==> config.mk <==
export PLATFORM = sky130hd
export DESIGN_NAME = hafd_top
export DESIGN_NICKNAME = d
export VERILOG_FILES = /design/src/rtl/hafd_pkg.sv /design/src/rtl/hafd_delay.sv /design/src/rtl/hafd_shadd_mul.sv /design/src/rtl/hafd_top.sv
export SDC_FILE = /design/constraint.sdc
export NUM_CORES = 1
export LEC_CHECK = 0
export ABC_AREA = 1
export CAP_MARGIN = 10
export CORE_MARGIN = 8
export CORE_UTILIZATION = 58
export DETAILED_ROUTE_END_ITERATION = 7
export PLACE_DENSITY = 0.82
export SYNTH_ARGS = -nofsm -noshare
export SYNTH_HDL_FRONTEND = slang
export SYNTH_HIERARCHICAL = 1
export SYNTH_SLANG_ARGS = --single-unit
==> constraint.sdc <==
create_clock -name clk -period 9.45 [get_ports clk]
set_clock_uncertainty 0.1 [all_clocks]
set_input_delay 1.4175 -clock clk [delete_from_list [all_inputs] [get_ports clk]]
set_output_delay 1.4175 -clock clk [all_outputs]
set_load 0.005 [all_outputs]
==> src/rtl/hafd_pkg.sv <==
package hafd_pkg;
   localparam int unsigned HAFD_SMP_W  = 16;
   localparam int unsigned HAFD_GAIN_W = 4;
   localparam int unsigned HAFD_TAPS   = 4;
   localparam int unsigned HAFD_OUT_W  = 24;

   // Result width of a signed-by-unsigned shift-and-select product.
   function automatic int unsigned prod_width(input int unsigned a_w, input int unsigned b_w);
      return a_w + b_w;
   endfunction
endpackage

==> src/rtl/hafd_delay.sv <==
module hafd_delay #(
   parameter int unsigned W     = 16,
   parameter int unsigned DEPTH = 4
) (
   input  logic                clk,
   input  logic                rst,
   input  logic                adv,
   input  logic signed [W-1:0] d,
   output logic signed [W-1:0] tap
);
   logic [DEPTH-1:0][W-1:0] q;

   generate
      if (DEPTH < 1) begin : g_bad_depth
         $error("hafd_delay: DEPTH must be at least 1");
      end
      for (genvar i = 0; i < DEPTH; i++) begin : g_stage
         always_ff @(posedge clk) begin
            if (rst) begin
               q[i] <= '0;
            end else if (adv) begin
               if (i == 0) q[i] <= d;
               else        q[i] <= q[(i == 0) ? 0 : i-1];
            end
         end
      end
   endgenerate

   assign tap = q[DEPTH-1];

   AST_DLY_HOLD: assert property (@(posedge clk) disable iff (rst)
      !adv |=> $stable(q));
   AST_DLY_LOAD: assert property (@(posedge clk) disable iff (rst)
      adv |=> q[0] == $past(d));
endmodule

==> src/rtl/hafd_shadd_mul.sv <==
module hafd_shadd_mul #(
   parameter int unsigned A_W = 16,
   parameter int unsigned B_W = 4,
   localparam int unsigned P_W = A_W + B_W
) (
   input  logic signed [A_W-1:0] a,
   input  logic        [B_W-1:0] b,
   output logic signed [P_W-1:0] p
);
   logic signed [P_W-1:0] a_ext;
   logic signed [P_W-1:0] pick [B_W];

   assign a_ext = P_W'(a);

   generate
      if (B_W < 1 || B_W > 8) begin : g_bad_b
         $error("hafd_shadd_mul: B_W must be 1..8");
      end
      for (genvar i = 0; i < B_W; i++) begin : g_pick
         assign pick[i] = b[i] ? (a_ext <<< i) : '0;
      end
   endgenerate

   always_comb begin
      p = '0;
      for (int i = 0; i < B_W; i++) begin
         p = p + pick[i];
      end
   end
endmodule

==> src/rtl/hafd_top.sv <==
module hafd_top
   import hafd_pkg::*;
#(
   parameter int unsigned SMP_W    = HAFD_SMP_W,
   parameter int unsigned GAIN_W   = HAFD_GAIN_W,
   parameter int unsigned TAPS     = HAFD_TAPS,
   parameter int unsigned OUT_W    = HAFD_OUT_W,
   parameter bit          SATURATE = 1'b1
) (
   input  logic                    clk,
   input  logic                    rst,
   input  logic                    smp_vld,
   input  logic signed [SMP_W-1:0] smp_in,
   input  logic [GAIN_W-1:0]       gain_bp,
   input  logic [GAIN_W-1:0]       gain_na,
   input  logic [GAIN_W-1:0]       gain_nb,
   input  logic [GAIN_W-1:0]       vol_code,
   output logic signed [OUT_W-1:0] res_out,
   output logic                    res_vld
);
   localparam int unsigned BP_W   = prod_width(SMP_W, GAIN_W);
   localparam int unsigned NP_W   = prod_width(BP_W, GAIN_W);
   localparam int unsigned DIFF_W = NP_W + 1;
   localparam int unsigned PROD_W = prod_width(DIFF_W, GAIN_W);
   localparam logic signed [PROD_W-1:0] LIM_HI =
      {{(PROD_W-OUT_W+1){1'b0}}, {(OUT_W-1){1'b1}}};
   localparam logic signed [PROD_W-1:0] LIM_LO = ~LIM_HI;
   localparam logic signed [OUT_W-1:0]  OUT_HI = {1'b0, {(OUT_W-1){1'b1}}};
   localparam logic signed [OUT_W-1:0]  OUT_LO = {1'b1, {(OUT_W-1){1'b0}}};

   generate
      if (SMP_W < 4) begin : g_bad_smp
         $error("hafd_top: SMP_W too small");
      end
      if (OUT_W > PROD_W || OUT_W < SMP_W) begin : g_bad_out
         $error("hafd_top: OUT_W must lie between SMP_W and the full product width");
      end
   endgenerate

   // ---------------- stage 1: delay line and wired halving ----------------
   logic signed [SMP_W-1:0] old_smp;
   logic signed [SMP_W:0]   dif_w, sum_w;

   hafd_delay #(.W(SMP_W), .DEPTH(TAPS)) u_dly (
      .clk (clk),
      .rst (rst),
      .adv (smp_vld),
      .d   (smp_in),
      .tap (old_smp)
   );

   assign dif_w = (SMP_W+1)'(smp_in) - (SMP_W+1)'(old_smp);
   assign sum_w = (SMP_W+1)'(smp_in) + (SMP_W+1)'(old_smp);

   logic                    v1;
   logic signed [SMP_W-1:0] s1_hd, s1_hs;
   logic [GAIN_W-1:0]       s1_gbp, s1_gna, s1_gnb, s1_vol;

   always_ff @(posedge clk) begin
      if (rst) begin
         v1     <= 1'b0;
         s1_hd  <= '0;
         s1_hs  <= '0;
         s1_gbp <= '0;
         s1_gna <= '0;
         s1_gnb <= '0;
         s1_vol <= '0;
      end else begin
         v1 <= smp_vld;
         if (smp_vld) begin
            s1_hd  <= SMP_W'(dif_w >>> 1);
            s1_hs  <= SMP_W'(sum_w >>> 1);
            s1_gbp <= gain_bp;
            s1_gna <= gain_na;
            s1_gnb <= gain_nb;
            s1_vol <= vol_code;
         end
      end
   end

   // ---------------- stage 2: first gain multiplies ----------------
   logic signed [BP_W-1:0] bp_mul, np_mul;

   hafd_shadd_mul #(.A_W(SMP_W), .B_W(GAIN_W)) u_mul_bp (
      .a (s1_hd), .b (s1_gbp), .p (bp_mul)
   );
   hafd_shadd_mul #(.A_W(SMP_W), .B_W(GAIN_W)) u_mul_na (
      .a (s1_hs), .b (s1_gna), .p (np_mul)
   );

   logic                   v2;
   logic signed [BP_W-1:0] s2_bp, s2_np;
   logic [GAIN_W-1:0]      s2_gnb, s2_vol;

   always_ff @(posedge clk) begin
      if (rst) begin
         v2     <= 1'b0;
         s2_bp  <= '0;
         s2_np  <= '0;
         s2_gnb <= '0;
         s2_vol <= '0;
      end else begin
         v2 <= v1;
         if (v1) begin
            s2_bp  <= bp_mul + BP_W'(s1_hd);
            s2_np  <= np_mul;
            s2_gnb <= s1_gnb;
            s2_vol <= s1_vol;
         end
      end
   end

   // ---------------- stage 3: second gain, combine, volume, clip ----------------
   logic signed [NP_W-1:0]   notch;
   logic signed [DIFF_W-1:0] diff;
   logic signed [PROD_W-1:0] vol_prod;
   logic signed [OUT_W-1:0]  res_next;

   hafd_shadd_mul #(.A_W(BP_W), .B_W(GAIN_W)) u_mul_nb (
      .a (s2_np), .b (s2_gnb), .p (notch)
   );

   assign diff = DIFF_W'(s2_bp) - DIFF_W'(notch);

   hafd_shadd_mul #(.A_W(DIFF_W), .B_W(GAIN_W)) u_mul_vol (
      .a (diff), .b (s2_vol), .p (vol_prod)
   );

   generate
      if (SATURATE) begin : g_sat
         always_comb begin
            if (vol_prod > LIM_HI)      res_next = OUT_HI;
            else if (vol_prod < LIM_LO) res_next = OUT_LO;
            else                        res_next = OUT_W'(vol_prod);
         end
         AST_SAT_HI: assert property (@(posedge clk) disable iff (rst)
            (v2 && vol_prod > LIM_HI) |=> res_out == OUT_HI);
         AST_SAT_LO: assert property (@(posedge clk) disable iff (rst)
            (v2 && vol_prod < LIM_LO) |=> res_out == OUT_LO);
      end else begin : g_wrap
         assign res_next = OUT_W'(vol_prod);
      end
   endgenerate

   always_ff @(posedge clk) begin
      if (rst) begin
         res_vld <= 1'b0;
         res_out <= '0;
      end else begin
         res_vld <= v2;
         if (v2) res_out <= res_next;
      end
   end

   AST_ACCEPT: assert property (@(posedge clk) disable iff (rst)
      smp_vld |=> v1);
   AST_STAGE_FWD: assert property (@(posedge clk) disable iff (rst)
      v1 |=> v2);
   AST_STAGE_IDLE: assert property (@(posedge clk) disable iff (rst)
      !v1 |=> !v2);
   AST_RES_HOLD: assert property (@(posedge clk) disable iff (rst)
      !v2 |=> (!res_vld && $stable(res_out)));
   AST_VOL_ZERO: assert property (@(posedge clk) disable iff (rst)
      (v2 && s2_vol == '0) |=> res_out == '0);
endmodule

==> out/results.tsv <==
stage	metric	value	unit
worst_setup_path	Setup crit start kind	flip-flop	
synth	Mapped Cells	3896	
sta	Peak Freq	119	MHz
detailed_routing	1st-iter DRT viols	1366	
floorplan	initial cell density of the core	0.587	
grt	first-pass GRT wire length	92800	um
floorplan	Die ar.	46900	um^2
layout	share of cells above drive strength 1	0.0260	
worst_setup_path	Reg2Reg Depth	41	
sta	RSZ-0062 raised after global routing	no	
detailed_routing	final wirelength	52500	um
layout	net count reported at finish	4225	
cts	Hold Buf Count CTS	0	
sta	minimum clock period	8.43	ns
pwr	Peak VDD IR	0.146	mV
synth	Synth top area share	0.191	
floorplan	core area	39700	um^2
placement	hpwl dp	42000	um
sta	final setup margin	1.02	ns
worst_setup_path	Worst path top cell family by delay	adder cells	
pwr	total chip power	2.97	mW
detailed_routing	per-cell routed wire length	11.9	um
cts	Clock Latency Late Sink	0.47	ns
worst_setup_path	CP dominant cell by count	nand2_1	
synth	Seq/Total Area, Yosys	0.161	
sta	Final setup viols	0	
layout	Cell Count, Final, Fillers Out	4405	
placement	GPL Wtd Cong	0.950	
floorplan	Die X-Extent	216	um
placement	Cells after DPL	4372	
sta	Slew @ Worst Pin	1.17	ns
detailed_routing	vias	21400	
synth	synth top area cells	nand2_1 (19%), dfxtp_1 (16%), inv_1 (16%)	
cts	CTS tree	built	
pwr	Flop pwr share	0.312	
cts	Clk pin slew, worst setup/hold paths	0.08	ns
synth	Post-Syn Area	23300	um^2
grt	total gr overflow	0	
floorplan	# rows	73	
placement	placed cell area	24000	um^2
synth	Ys Warns	6	
placement	Place WS	1.12	ns
detailed_routing	DRC violations left	0	
layout	fillers	3840	
hold_path	hold path cells	2	
pwr	switching share of power	0.438	
cts	CTS resizes	0	
pwr	Int Pwr	1.67	mW
sta	slew margin rel.	0.216	
placement	PortBufs	59	
worst_setup_path	WP buf/inv	8	
synth	post-synthesis area per instance	5.98	um^2
hold_path	hold crit path type	flip-flop to flip-flop	
worst_setup_path	CP peak stage delay	0.78	ns
grt	largest net degree at the start of global routing	100	
worst_setup_path	reg-to-reg slack, setup	1.02	ns
pwr	Psw	1.30	mW
synth	distinct cell type count of the synthesized netlist	39	
layout	area grow syn2layout	5.54	%
pwr	leakage power	15.4	nW
pwr	combinational share of power	0.433	
worst_setup_path	crit end category	flip-flop	
grt	Global Route Usage Sum	0.231	
cts	Clock Tree Root	clkbuf_16	
sta	hold slack	0.372	ns
grt	vias in the first global route	20600	
floorplan	# IOs	60	
layout	fin util	0.619	
detailed_routing	Vias/cell	4.87	
worst_setup_path	WP depth	41	
worst_setup_path	critical path class	flip-flop to flip-flop	
layout	Final Cell Area	24600	um^2
layout	multi-input logic area	15200	um^2
synth	cell taking the most area after synthesis	nand2_1	
status	status	finished, final reports clean	
worst_setup_path	slowest CP cell	dfxtp_1	
layout	FF/Latch Area	3740	um^2
worst_setup_path	highest net fanout along the worst path	23	
worst_setup_path	Crit path required time	9.70	ns
detailed_routing	Post-DRT Antenna Nets	0	
synth	post-synth net total	4255	
cts	Clock Sinks	187	
cts	Clock Path Buffers	2	
worst_setup_path	WP data arrival	8.67	ns
detailed_routing	drt first pass iters	5	
run	max cap viols	0	
sta	Setup TNS	0	ns
cts	TritonCTS buffer count	17	
sta	Tcrit/Tclk final	0.892	
grt	initial antenna violation count	0	
sta	Final Max Tran Viols	0	
floorplan	DIE HEIGHT	216	um
synth	Synth Register Bits	187	
sta	Final Hold Vio Count	0	
pwr	power share of the clock group	0.255	
pwr	PD cells	121	nW/um^2
cts	post-CTS setup buffer count	0	
cts	H-Tree Depth	4	
==> layout make-up <==
cell class	instances	area share
Sequential cell	187	0.152
Tap cell	525	0.0267
Inverter	987	0.151
Timing Repair Buffer	70	0.0272
Antenna cell	1	0.000102
Clock inverter	15	0.00855
Multi-Input combinational cell	2603	0.617
Clock buffer	17	0.0173
==> metal layers <==
layer | vias up | global-route usage | part of all wire
li1 | 11300 | - | -
met1 | 9610 | 0.294 | 0.46
met2 | 443 | 0.396 | 0.46
met3 | 88 | 0.0389 | 0.050
met4 | 2 | 0.0710 | 0.024
met5 | - | 0.00967 | 0.0011
==> layout by cell type (no fill, tap or decap), types with 7 or more instances in the layout <==
cell type	netlist	layout
nor2_1	453	453
nand2_1	1183	1183
nand4_1	17	17
nand3b_1	8	8
inv_2	15	16
ha_1	158	158
and2_1	12	12
nand3_1	151	151
clkbuf_16	0	17
nor3_1	26	26
buf_4	19	11
xor2_1	66	66
a21oi_1	144	144
xnor2_1	14	14
inv_1	972	971
clkinv_8	0	7
fa_1	166	166
o21ai_0	131	131
o21bai_1	16	16
nand2_2	20	20
dfxtp_1	187	187
nor2_2	7	7
clkdlybuf4s50_1	0	57
==> registers in the layout, indices dropped and copies added (netlist names) <==
name,count
u_dly/q,48
res_out,24
s2_bp,20
s2_np,20
s1_hd,16
s1_hs,16
u_dly/tap,16
s1_gbp,4
s1_gna,4
s1_gnb,4
s1_vol,4
s2_gnb,4
s2_vol,4
res_vld,1
v1,1
v2,1
==> Yosys cell counts (all sizes together) <==
| cell type | n |
|---|---|
| clkbuf | 55 |
| buf | 64 |
| a21oi | 147 |
| o21ai | 138 |
| fa | 166 |
| nand2 | 1205 |
| inv | 987 |
| or2 | 6 |
| a21boi | 4 |
| ha | 158 |
| nor3 | 28 |
| nand3b | 8 |
| o21bai | 16 |
| xor2 | 66 |
| xnor2 | 14 |
| nand3 | 152 |
| nor4 | 1 |
| nand4 | 17 |
| dfxtp | 187 |
| nor2 | 460 |
| a31oi | 1 |
| o211ai | 2 |
| and2 | 12 |
| a21o | 2 |
==> worst register-to-register path, delay by kind of cell, from the launching register on <==
family	cells	cell delay, ns
simple gates	23	3.00
buf+inv	8	0.68
flops	1	0.78
compound gates	2	0.25
fa+ha+maj	8	3.49
==> path summary, 6_finish.rpt <==
check                   start          end
hold / removal    u_dly/q[47]  u_dly/q[47]
setup / recovery    s2_gnb[3]  res_out[10]
setup reg to reg    s2_gnb[3]  res_out[10]
hold reg to reg   u_dly/q[47]  u_dly/q[47]
==> power groups by stage <==
| stage | logic (mW) | registers, mW | clock network [mW] |
|---|---|---|---|
| 2_1_floorplan | 1.02 | 0.901 | 0 |
| 3_3_place_gp | 1.26 | 0.940 | 0 |
| 3_5_place_dp | 1.28 | 0.942 | 0 |
| 4_1_cts | 1.29 | 0.924 | 0.768 |
| 5_1_grt | 1.49 | 0.935 | 0.798 |
| 6_report | 1.28 | 0.925 | 0.758 |
==> cells by family (layout without fill, tap and decap cells) <==
family	after synthesis	in the layout	synth area share
adders and majority gates	324	324	0.227
DFF	187	187	0.161
xor gates and xnor gates	80	80	0.0301
and+or+nand+nor	1889	1889	0.323
AOI/OAI and AO/OA	310	310	0.0705
buffers and inverters	1106	1089	0.188
other	0	1	0
Power figures use the tool's default switching activity.
